==> src/rtl/delay_line_pkg.sv <==
// Package: delay_line_pkg
// Shared defaults and a helper for the memory-based delay line.
// Assumes the depth is a power of two, given as an address width.
package delay_line_pkg;
    localparam int unsigned DL_DATA_W_DEF = 8;
    localparam int unsigned DL_ADDR_W_DEF = 4;

    // Number of stages for a given address width.
    function automatic int unsigned dl_depth(input int unsigned addr_w);
        return 32'd1 << addr_w;
    endfunction
endpackage

==> src/rtl/dl_ptr_counter.sv <==
// Module: dl_ptr_counter
// Free-running address counter that steps by one location per clock.
// It wraps through all 2**ADDR_W locations. Reset loads START_VAL.
// Assumes a power-of-two range, so the wrap comes from the counter's natural overflow.
module dl_ptr_counter #(
    parameter int unsigned ADDR_W    = 4,
    parameter logic [ADDR_W-1:0] START_VAL = '0
) (
    input  logic              clk,
    input  logic              rst_n,
    output logic [ADDR_W-1:0] ptr
);
    localparam logic [ADDR_W-1:0] STEP = ADDR_W'(1);

    // Load the start location on reset, otherwise move one location on.
    always_ff @(posedge clk) begin
        if (!rst_n) begin
            ptr <= START_VAL;
        end else begin
            ptr <= ptr + STEP;
        end
    end
endmodule

==> src/rtl/dl_dual_port_ram.sv <==
// Module: dl_dual_port_ram
// Behavioural two-port array: one write port and one registered read port.
// If both ports use the same location in the same cycle, the read returns the old word.
// When rd_en is low, the read register loads zero instead of array data.
// Assumes one clock for both ports. The array itself has no reset.
module dl_dual_port_ram #(
    parameter int unsigned DATA_W = 8,
    parameter int unsigned ADDR_W = 4
) (
    input  logic              clk,
    input  logic              rst_n,
    input  logic [ADDR_W-1:0] wr_addr,
    input  logic [DATA_W-1:0] wr_data,
    input  logic [ADDR_W-1:0] rd_addr,
    input  logic              rd_en,
    output logic [DATA_W-1:0] rd_data
);
    localparam int unsigned DEPTH = 1 << ADDR_W;

    logic [DATA_W-1:0] mem [DEPTH];

    // Store the incoming word while not in reset.
    always_ff @(posedge clk) begin
        if (rst_n) begin
            mem[wr_addr] <= wr_data;
        end
    end

    // Register the addressed word; return zero while reads are not yet valid.
    always_ff @(posedge clk) begin
        if (!rst_n) begin
            rd_data <= '0;
        end else if (rd_en) begin
            rd_data <= mem[rd_addr];
        end else begin
            rd_data <= '0;
        end
    end
endmodule

==> src/rtl/dl_fill_tracker.sv <==
// Module: dl_fill_tracker
// Marks when the array has been filled once since reset.
// The read at location DEPTH-1 in the first lap is the first read of a word written
// after reset, so the flag is set there. From then on every read is valid.
// Assumes the read pointer starts at zero on reset.
module dl_fill_tracker #(
    parameter int unsigned ADDR_W = 4
) (
    input  logic              clk,
    input  logic              rst_n,
    input  logic [ADDR_W-1:0] rd_addr,
    output logic              rd_valid,
    output logic              filled
);
    localparam logic [ADDR_W-1:0] LAST_LOC = '1;

    // A read is valid once filled, or on the read that completes the first lap.
    always_comb begin
        rd_valid = filled || (rd_addr == LAST_LOC);
    end

    // The flag sets on the first valid read and stays set until reset.
    always_ff @(posedge clk) begin
        if (!rst_n) begin
            filled <= 1'b0;
        end else if (rd_valid) begin
            filled <= 1'b1;
        end
    end
endmodule

==> src/rtl/sram_delay_line.sv <==
// Module: sram_delay_line
// Fixed delay of 2**ADDR_W stages, built from a two-port array and two pointers.
// The write pointer starts at the last location and the read pointer at the first.
// Both move one step per clock, so a stored word is read back DEPTH-1 edges after
// it was written, and the registered output adds the last stage.
// Assumes a single clock and a synchronous active-low reset.
module sram_delay_line
    import delay_line_pkg::*;
#(
    parameter int unsigned DATA_W = DL_DATA_W_DEF,
    parameter int unsigned ADDR_W = DL_ADDR_W_DEF
) (
    input  logic              clk,
    input  logic              rst_n,
    input  logic [DATA_W-1:0] din,
    output logic [DATA_W-1:0] dout
);
    localparam logic [ADDR_W-1:0] RD_START = '0;
    localparam logic [ADDR_W-1:0] WR_START = '1;

    logic [ADDR_W-1:0] rd_addr;
    logic [ADDR_W-1:0] wr_addr;
    logic              rd_valid;
    logic              filled_q;

    dl_ptr_counter #(.ADDR_W(ADDR_W), .START_VAL(RD_START)) u_rd_ptr (
        .clk   (clk),
        .rst_n (rst_n),
        .ptr   (rd_addr)
    );

    dl_ptr_counter #(.ADDR_W(ADDR_W), .START_VAL(WR_START)) u_wr_ptr (
        .clk   (clk),
        .rst_n (rst_n),
        .ptr   (wr_addr)
    );

    dl_fill_tracker #(.ADDR_W(ADDR_W)) u_fill (
        .clk      (clk),
        .rst_n    (rst_n),
        .rd_addr  (rd_addr),
        .rd_valid (rd_valid),
        .filled   (filled_q)
    );

    dl_dual_port_ram #(.DATA_W(DATA_W), .ADDR_W(ADDR_W)) u_ram (
        .clk     (clk),
        .rst_n   (rst_n),
        .wr_addr (wr_addr),
        .wr_data (din),
        .rd_addr (rd_addr),
        .rd_en   (rd_valid),
        .rd_data (dout)
    );
endmodule

==> config.mk <==
export PLATFORM = sky130hd
export DESIGN_NAME = sram_delay_line
export DESIGN_NICKNAME = d
export VERILOG_FILES = /design/src/rtl/delay_line_pkg.sv /design/src/rtl/dl_ptr_counter.sv /design/src/rtl/dl_dual_port_ram.sv /design/src/rtl/dl_fill_tracker.sv /design/src/rtl/sram_delay_line.sv
export SDC_FILE = /design/constraint.sdc
export NUM_CORES = 1
export LEC_CHECK = 0
export BUFFER_PORTS_ARGS = -buffer_cell sky130_fd_sc_hd__buf_4
export CAP_MARGIN = 20
export CORE_ASPECT_RATIO = 1.25
export CORE_MARGIN = 4
export CORE_UTILIZATION = 53
export CTS_BUF_LIST = sky130_fd_sc_hd__clkbuf_16
export CTS_CLUSTER_SIZE = 14
export DETAILED_ROUTE_END_ITERATION = 16
export GPL_TIMING_DRIVEN = 0
export PLACE_DENSITY = 0.77
export SYNTH_ARGS = -nofsm -noshare
export SYNTH_HDL_FRONTEND = slang
export SYNTH_SLANG_ARGS = --single-unit
==> constraint.sdc <==
create_clock -name clk -period 2.86 [get_ports clk]
set_input_delay 0.286 -clock clk [delete_from_list [all_inputs] [get_ports clk]]
set_output_delay 0.286 -clock clk [all_outputs]
set_load 0.05 [all_outputs]
==> metrics.txt, run 1 <==
# TYPE chip_impl_metric gauge
chip_impl_info{name="worst_setup_path_end_kind",value="flip-flop"} 1
chip_impl_metric{name="grt.total_usage",unit="%"} 18.09
chip_impl_metric{name="post_synth.cell_area_avg",unit="sq um"} 19.27
chip_impl_info{name="run_status",value="finished clean"} 1
chip_impl_info{name="cts-root-buf",value="clkbuf_16"} 1
chip_impl_metric{name="first_iter_violations",unit=""} 215
chip_impl_metric{name="antenna_cells",unit=""} 0
chip_impl_metric{name="final_cell_area",unit="sq um"} 6429
chip_impl_metric{name="fin_ws",unit="ps"} 961.6
chip_impl_metric{name="die-height",unit="um"} 123.2
chip_impl_metric{name="io_buffers",unit=""} 17
chip_impl_metric{name="globalplace.congestion",unit=""} 0.7900
chip_impl_metric{name="drive_above_1_share",unit="%"} 19.06
chip_impl_metric{name="synth-edff-count",unit=""} 128
chip_impl_metric{name="syn_inst",unit=""} 292
chip_impl_info{name="post_synth_main_area_contributors",value="edfxtp_1 (68%), dfxtp_1 (6.0%), mux2i_1 (6.0%)"} 1
chip_impl_metric{name="critical_path_data_arrival_time",unit="ps"} 1920
chip_impl_metric{name="synth_sequential_area_ratio",unit="%"} 74.38
chip_impl_metric{name="clock_tree.buffer_depth",unit=""} 2
chip_impl_metric{name="antenna_violating_nets_post_route",unit=""} 0
chip_impl_metric{name="cts_hold_buffers",unit=""} 0
chip_impl_metric{name="timing.setup.tns",unit="ps"} 0
chip_impl_info{name="cts_tree",value="built"} 1
chip_impl_metric{name="vias_in_the_first_global_route",unit=""} 2878
chip_impl_metric{name="num-nets-final",unit=""} 343
chip_impl_info{name="yosysMostFrequentCell",value="edfxtp_1"} 1
chip_impl_metric{name="routed_wirelength",unit="um"} 10260
chip_impl_metric{name="p_leak",unit="nW"} 2.253
chip_impl_metric{name="maximum_number_of_pins_on_one_net_before_global_route_repair",unit=""} 17
chip_impl_metric{name="power.switching",unit="W"} 0.0009610
chip_impl_metric{name="netSwitchingFraction",unit="%"} 20.76
chip_impl_metric{name="floorplan.die_area",unit="sq um"} 12340
chip_impl_metric{name="hpwl",unit="um"} 6606
chip_impl_metric{name="ys_types",unit=""} 26
chip_impl_metric{name="global_route_wire_length_before_repair",unit="um"} 15720
chip_impl_metric{name="placement.setup.worst_slack",unit="ps"} 846.2
chip_impl_metric{name="detailedRoute.firstPassIterationCount",unit=""} 5
chip_impl_metric{name="synth_fp_nets",unit=""} 307
chip_impl_metric{name="yosysWarnings",unit=""} 0
chip_impl_metric{name="max_freq",unit="GHz"} 0.5268
chip_impl_metric{name="placement.cell_area",unit="sq um"} 5914
chip_impl_metric{name="std_cell_rows",unit=""} 41
chip_impl_metric{name="boundaryPins",unit=""} 18
chip_impl_metric{name="antenna_found_initial",unit=""} 0
chip_impl_metric{name="drt_drc_violations_left",unit=""} 0
chip_impl_info{name="ys.flop_type",value="edfxtp_1"} 1
chip_impl_metric{name="global_route_overflow",unit=""} 0
chip_impl_metric{name="fin_worst_skew",unit="ps"} 7.338
chip_impl_metric{name="cts.clk_slew.worst_paths",unit="ps"} 60
chip_impl_metric{name="post_cts_sizing_count",unit=""} 0
chip_impl_metric{name="clock_tree.htree_level_count",unit=""} 4
chip_impl_metric{name="worst_tran_pin_value",unit="ps"} 1001
chip_impl_metric{name="clock_network_fraction_of_design_power",unit="%"} 41.1
chip_impl_metric{name="route.vias.total",unit=""} 2721
chip_impl_metric{name="required_time_at_the_worst_slack_endpoint",unit="ps"} 2890
chip_impl_info{name="hold_path_class",value="in -> reg"} 1
chip_impl_info{name="timing.setup.critical_path_class",value="reg -> reg"} 1
chip_impl_metric{name="drt-wirelength-per-cell",unit="um"} 21.83
chip_impl_metric{name="clock-sinks",unit=""} 145
chip_impl_metric{name="power.share.sequential",unit="%"} 51.7
chip_impl_info{name="startpoint_type",value="flip-flop"} 1
chip_impl_metric{name="core",unit="sq um"} 10260
chip_impl_metric{name="cp_max_fo",unit=""} 8
chip_impl_info{name="synthTopCellsByCount",value="edfxtp_1 (128), mux2i_1 (34), dfxtp_1 (17)"} 1
chip_impl_metric{name="finalSetupViolCount",unit=""} 0
chip_impl_metric{name="synthesis.area",unit="sq um"} 5625
chip_impl_metric{name="report.final.slew_viol_count",unit=""} 0
chip_impl_metric{name="layout-area-overhead-vs-synth",unit="%"} 14.28
chip_impl_metric{name="fillers",unit=""} 713
chip_impl_metric{name="layout_worst_path_cycle_share",unit="%"} 66.38
chip_impl_metric{name="comb_power_share",unit="%"} 7.1
chip_impl_metric{name="cell_internal_pwr",unit="W"} 0.003667
chip_impl_info{name="grt_setup_unrepaired",value="false"} 1
chip_impl_metric{name="yosysTopAreaCellShare",unit="%"} 68.33
chip_impl_metric{name="number_of_buffers_added_by_the_clock_tree_synthesis_step",unit=""} 17
chip_impl_metric{name="p_per_area",unit="nW/um^2"} 719.9
chip_impl_metric{name="asr_flop_ratio_synth",unit="%"} 0
chip_impl_metric{name="register_bit_count_reported_by_yosys",unit=""} 145
chip_impl_info{name="synth_largest_area_cell",value="edfxtp_1"} 1
chip_impl_metric{name="max-slew-margin-rel",unit="%"} 33.00
chip_impl_metric{name="post-cts-setup-buffer-count",unit=""} 0
chip_impl_metric{name="vias_per_cell",unit=""} 5.789
chip_impl_metric{name="finalWorstPathRequiredPeriod",unit="ps"} 1898
chip_impl_metric{name="dieWidth",unit="um"} 100.1
chip_impl_metric{name="clk-insertion-delay-late",unit="ps"} 410
chip_impl_metric{name="maxCapViolations",unit=""} 0
chip_impl_metric{name="start_util",unit="%"} 54.83
chip_impl_metric{name="timing.final.hold_violations",unit=""} 0
chip_impl_metric{name="vdd.ir_drop.worst",unit="uV"} 383.6
[state kept, by name (all words and copies together) (netlist names)]
register and flops:
u_ram.mem 128, u_fill.filled 1, u_ram.rd_data 8, u_rd_ptr.ptr 4
u_wr_ptr.ptr 4
[power groups by stage]
stage	clock network, W	registers (W)	logic, W
after floorplan	0	0.00243	0.000227
after global placement	0	0.00243	0.000322
after detailed placement	0	0.00244	0.000328
after CTS	0.00193	0.00239	0.000333
after global routing	0.00202	0.00240	0.000357
final	0.00190	0.00239	0.000330
[critical path, stage by stage, from the launching register on]
cell	delay (ps)
dfxtp_1	340
inv_1	90
ha_1	190
nand3_1	100
nor2_1	780
[path summary, 6_finish.rpt]
path,from,to,slack (ps),cells after the start
worst max-delay path,u_wr_ptr.ptr[0],u_ram.mem[14][0],960,4
worst min-delay path,rst_n,u_wr_ptr.ptr[1],120,2
worst max register to register,u_wr_ptr.ptr[0],u_ram.mem[14][0],960,4
worst min register to register,u_wr_ptr.ptr[0],u_wr_ptr.ptr[0],440,1
[area by class of cell]
class | count | area (sq um) | share of cell area [%]
Buffer | 14 | 137.6 | 2.141
Clock buffer | 17 | 425.4 | 6.617
Clock inverter | 15 | 88.84 | 1.382
Inverter | 3 | 11.26 | 0.1752
Multi-Input combinational cell | 130 | 1292 | 20.11
Sequential cell | 145 | 4184 | 65.08
Tap cell | 129 | 161.4 | 2.511
Timing Repair Buffer | 17 | 127.6 | 1.985
[cell usage in the layout (no fill, tap or decap), types with 4 or more instances in the layout]
master | synthesis | layout
edfxtp_1 | 128 | 128
mux2i_1 | 34 | 34
buf_4 | 1 | 18
clkbuf_16 | 0 | 17
dfxtp_1 | 17 | 17
mux4_2 | 15 | 15
and2_1 | 13 | 13
nand2_1 | 12 | 12
a22oi_1 | 12 | 12
inv_1 | 3 | 9
o22ai_1 | 8 | 8
nor2_1 | 6 | 6
and3_1 | 6 | 6
mux4_1 | 5 | 5
ha_1 | 5 | 5
clkinv_2 | 0 | 5
nor2b_1 | 4 | 4
buf_6 | 4 | 4
[kinds of logic (layout without fill, tap and decap cells)]
family	count (synthesis)	in the layout	share of synthesized area [%]
AOI/OAI and AO/OA	21	21	2.602
xor gates and xnor gates	4	4	0.6229
adders and majority gates	5	5	1.112
buffers and inverters	17	66	2.647
DFF	145	145	74.38
muxes	54	54	14.39
and+or+nand+nor	46	46	4.248
[per-layer routing]
layer | wire (um) | GRT usage [%]
met1 | 4124 | 22.20
met2 | 5372 | 30.39
met3 | 620 | 5.023
met4 | 142 | 7.329
met5 | 0 | 0
[stage by stage]
stage          util, %  hold WS (ps)  total power [W]  cells
6_report         62.66         119.0         0.004628    470
5_1_grt          62.66         126.1         0.004773    470
4_1_cts          62.66         104.0         0.004654    470
3_5_place_dp     57.65         431.0         0.002765    438
3_3_place_gp     57.65         418.8         0.002754    438
2_1_floorplan        -         359.0         0.002657    292
Note: power is estimated with default switching activity, not from simulation.
==> run 2: changes to the inputs <==
clock period = 1.8 ns   (was 2.86 ns; I/O delays follow)
==> metrics.txt, run 2 (same netlist as run 1, synthesis figures left out) <==
# TYPE chip_impl_metric gauge
chip_impl_metric{name="report.final.slew_viol_count",unit=""} 0
chip_impl_metric{name="min_delay_path_depth",unit=""} 1
chip_impl_metric{name="global_route_wire_length_before_repair",unit="um"} 15770
chip_impl_metric{name="clock-sinks",unit=""} 145
chip_impl_info{name="cts_tree",value="built"} 1
chip_impl_info{name="timing.rr.end",value="u_ram.rd_data[3]"} 1
chip_impl_metric{name="final-seq-area",unit="sq um"} 4184
chip_impl_metric{name="finalWorstPathRequiredPeriod",unit="ps"} 1730
chip_impl_metric{name="drive_above_1_share",unit="%"} 20.47
chip_impl_metric{name="boundaryPins",unit=""} 18
chip_impl_metric{name="p_leak",unit="nW"} 2.258
chip_impl_info{name="startpoint_type",value="flip-flop"} 1
chip_impl_metric{name="grt.total_usage",unit="%"} 18.16
chip_impl_metric{name="floorplan.die_area",unit="sq um"} 12340
chip_impl_metric{name="utilization",unit="%"} 62.88
chip_impl_metric{name="power.share.sequential",unit="%"} 51.6
chip_impl_metric{name="hpwl",unit="um"} 6606
chip_impl_metric{name="core",unit="sq um"} 10260
chip_impl_metric{name="post-cts-setup-buffer-count",unit=""} 0
chip_impl_metric{name="clock_tree.htree_level_count",unit=""} 4
chip_impl_metric{name="clk-insertion-delay-late",unit="ps"} 420
chip_impl_metric{name="route.vias.total",unit=""} 2711
chip_impl_metric{name="maximum_number_of_pins_on_one_net_before_global_route_repair",unit=""} 17
chip_impl_metric{name="p_per_area",unit="nW/um^2"} 1142
chip_impl_info{name="worst_setup_path_end_kind",value="flip-flop"} 1
chip_impl_metric{name="vdd.ir_drop.worst",unit="uV"} 613.5
chip_impl_metric{name="routed_wirelength",unit="um"} 10300
chip_impl_metric{name="dieWidth",unit="um"} 100.1
chip_impl_metric{name="finalSetupViolCount",unit=""} 0
chip_impl_info{name="largest_registers",value="u_ram.mem x128, u_ram.rd_data x8"} 1
chip_impl_metric{name="critical_path_data_arrival_time",unit="ps"} 2000
chip_impl_metric{name="cts.clk_slew.worst_paths",unit="ps"} 60
chip_impl_metric{name="largest_register_ffs",unit=""} 128
chip_impl_info{name="worstHoldEndpoint",value="u_ram.mem[6][7]"} 1
chip_impl_info{name="run_status",value="finished clean"} 1
chip_impl_metric{name="global_route_overflow",unit=""} 0
chip_impl_metric{name="required_time_at_the_worst_slack_endpoint",unit="ps"} 2070
chip_impl_info{name="final_cell_mix",value="edfxtp_1 (128), mux2i_1 (34), buf_4 (18)"} 1
chip_impl_info{name="grt_setup_unrepaired",value="false"} 1
chip_impl_metric{name="antenna_violating_nets_post_route",unit=""} 0
chip_impl_metric{name="detailedRoute.firstPassIterationCount",unit=""} 4
chip_impl_metric{name="layout_worst_path_cycle_share",unit="%"} 96.12
chip_impl_metric{name="max-slew-margin-rel",unit="%"} 60.86
chip_impl_metric{name="layout-area-overhead-vs-synth",unit="%"} 14.68
chip_impl_metric{name="vias_in_the_first_global_route",unit=""} 2882
chip_impl_info{name="mostFrequentLayoutCell",value="edfxtp_1"} 1
chip_impl_metric{name="start_util",unit="%"} 54.83
chip_impl_metric{name="cell_internal_pwr",unit="W"} 0.005830
chip_impl_metric{name="drt_drc_violations_left",unit=""} 0
chip_impl_info{name="hold_path_class",value="in -> reg"} 1
chip_impl_metric{name="first_iter_violations",unit=""} 222
chip_impl_metric{name="worst_tran_pin_value",unit="ps"} 586.5
chip_impl_metric{name="max_freq",unit="GHz"} 0.5780
chip_impl_metric{name="regToRegSetupSlack",unit="ps"} 70
chip_impl_info{name="rr_startpoint",value="u_rd_ptr.ptr[0]"} 1
chip_impl_metric{name="clock_tree.buffer_depth",unit=""} 2
chip_impl_metric{name="comb_power_share",unit="%"} 7.2
chip_impl_metric{name="power.switching",unit="W"} 0.001540
chip_impl_metric{name="globalplace.congestion",unit=""} 0.7900
chip_impl_metric{name="vias_per_cell",unit=""} 5.756
chip_impl_metric{name="maxCapViolations",unit=""} 0
chip_impl_metric{name="timing.final.hold_violations",unit=""} 0
chip_impl_info{name="register_containing_the_most_flip_flops_in_the_final_layout",value="u_ram.mem"} 1
chip_impl_metric{name="clock_network_fraction_of_design_power",unit="%"} 41.1
chip_impl_metric{name="netSwitchingFraction",unit="%"} 20.90
chip_impl_metric{name="antenna_found_initial",unit=""} 0
chip_impl_info{name="worst_min_delay_path_startpoint",value="din[7]"} 1
chip_impl_metric{name="total_instance_count_after_detailed_placement",unit=""} 438
chip_impl_metric{name="number_of_buffers_added_by_the_clock_tree_synthesis_step",unit=""} 17
chip_impl_metric{name="io_buffers",unit=""} 17
chip_impl_metric{name="cp_max_fo",unit=""} 10
chip_impl_info{name="cts-root-buf",value="clkbuf_16"} 1
chip_impl_metric{name="die-height",unit="um"} 123.2
chip_impl_metric{name="multi_input_comb_area",unit="sq um"} 1305
chip_impl_metric{name="reg2reg_depth",unit=""} 5
chip_impl_metric{name="fin_worst_skew",unit="ps"} 12.01
chip_impl_metric{name="num-nets-final",unit=""} 344
chip_impl_metric{name="fillers",unit=""} 709
chip_impl_metric{name="std_cell_rows",unit=""} 41
chip_impl_metric{name="final-instance-count-excl-fill",unit=""} 471
chip_impl_metric{name="antenna_cells",unit=""} 0
chip_impl_info{name="timing.setup.critical_path_class",value="reg -> reg"} 1
chip_impl_metric{name="drt-wirelength-per-cell",unit="um"} 21.87
-- run 2: cell types whose count changed in the layout (fill, tap and decap cells not counted) --
| cell | before | now |
|---|---|---|
| nor2b_1 | 4 | 3 |
| nor2b_2 | 0 | 1 |
| nor2_2 | 0 | 4 |
| dlygate4sd3_1 | 0 | 1 |
| nor2_1 | 6 | 2 |
-- run 2: worst max path at each step --
stage	startpoint	end
after floorplan	u_wr_ptr.ptr[0]	u_ram.mem[14][0]
after global placement	rst_n	u_ram.mem[14][6]
after detailed placement	rst_n	u_ram.mem[14][6]
after CTS	u_wr_ptr.ptr[2]	u_ram.mem[6][0]
after global routing	u_rd_ptr.ptr[0]	u_ram.rd_data[4]
final	u_rd_ptr.ptr[0]	u_ram.rd_data[3]
-- run 2: cell type report --
class	count	area share, %
well taps	129	2.502
plain buffers	14	2.133
multi-input cells	130	20.23
flip-flops and latches	145	64.86
repair buffers	18	2.133
clock buffers	17	6.594
inverters	3	0.1746
clock inverters	15	1.377
-- run 2: timing repair --
item	in CTS	in global routing
endpoints found under the setup margin	16	13
hold buffers	1	0
hold endpoints to repair	1	0
cloned	0	0
resized for setup	2	3
-- run 2: power by group through the flow --
| stage | clock network, W | registers, W | logic [W] |
|---|---|---|---|
| CTS | 0.00306 | 0.00380 | 0.000533 |
| global route | 0.00320 | 0.00381 | 0.000575 |
| global placement | 0 | 0.00386 | 0.000512 |
| finish | 0.00303 | 0.00381 | 0.000531 |
| floorplan | 0 | 0.00386 | 0.000361 |
| detailed placement | 0 | 0.00387 | 0.000522 |
-- run 2: per-layer routing --
layer,wire length (um),vias up,global-route usage (%)
met4,140,0,7.329
li1,-,1236,-
met2,5488,81,30.60
met3,459,9,5.023
met1,4213,1385,22.24
met5,0,-,0
-- run 2: worst max-delay path, cell delays in order (launching register included) --
cell and delay, ps:
dfxtp_1 370, buf_6 170, buf_12 160, mux4_2 510, mux2i_1 230, o22ai_1 150
-- run 2: per-stage QoR --
step           setup TNS [ps]  setup slack [ps]  hold slack, ps  power (W)  area [sq um]
2_1_floorplan               0             380.2           253.0   0.004222          5625
3_3_place_gp            -1125            -93.36           416.9   0.004376          5914
3_5_place_dp            -1389            -107.8           424.1   0.004394          5914
4_1_cts                     0             51.05           53.96   0.007398          6444
5_1_grt                     0             21.10           64.59   0.007593          6451
6_report                    0             69.80           55.88   0.007370          6451
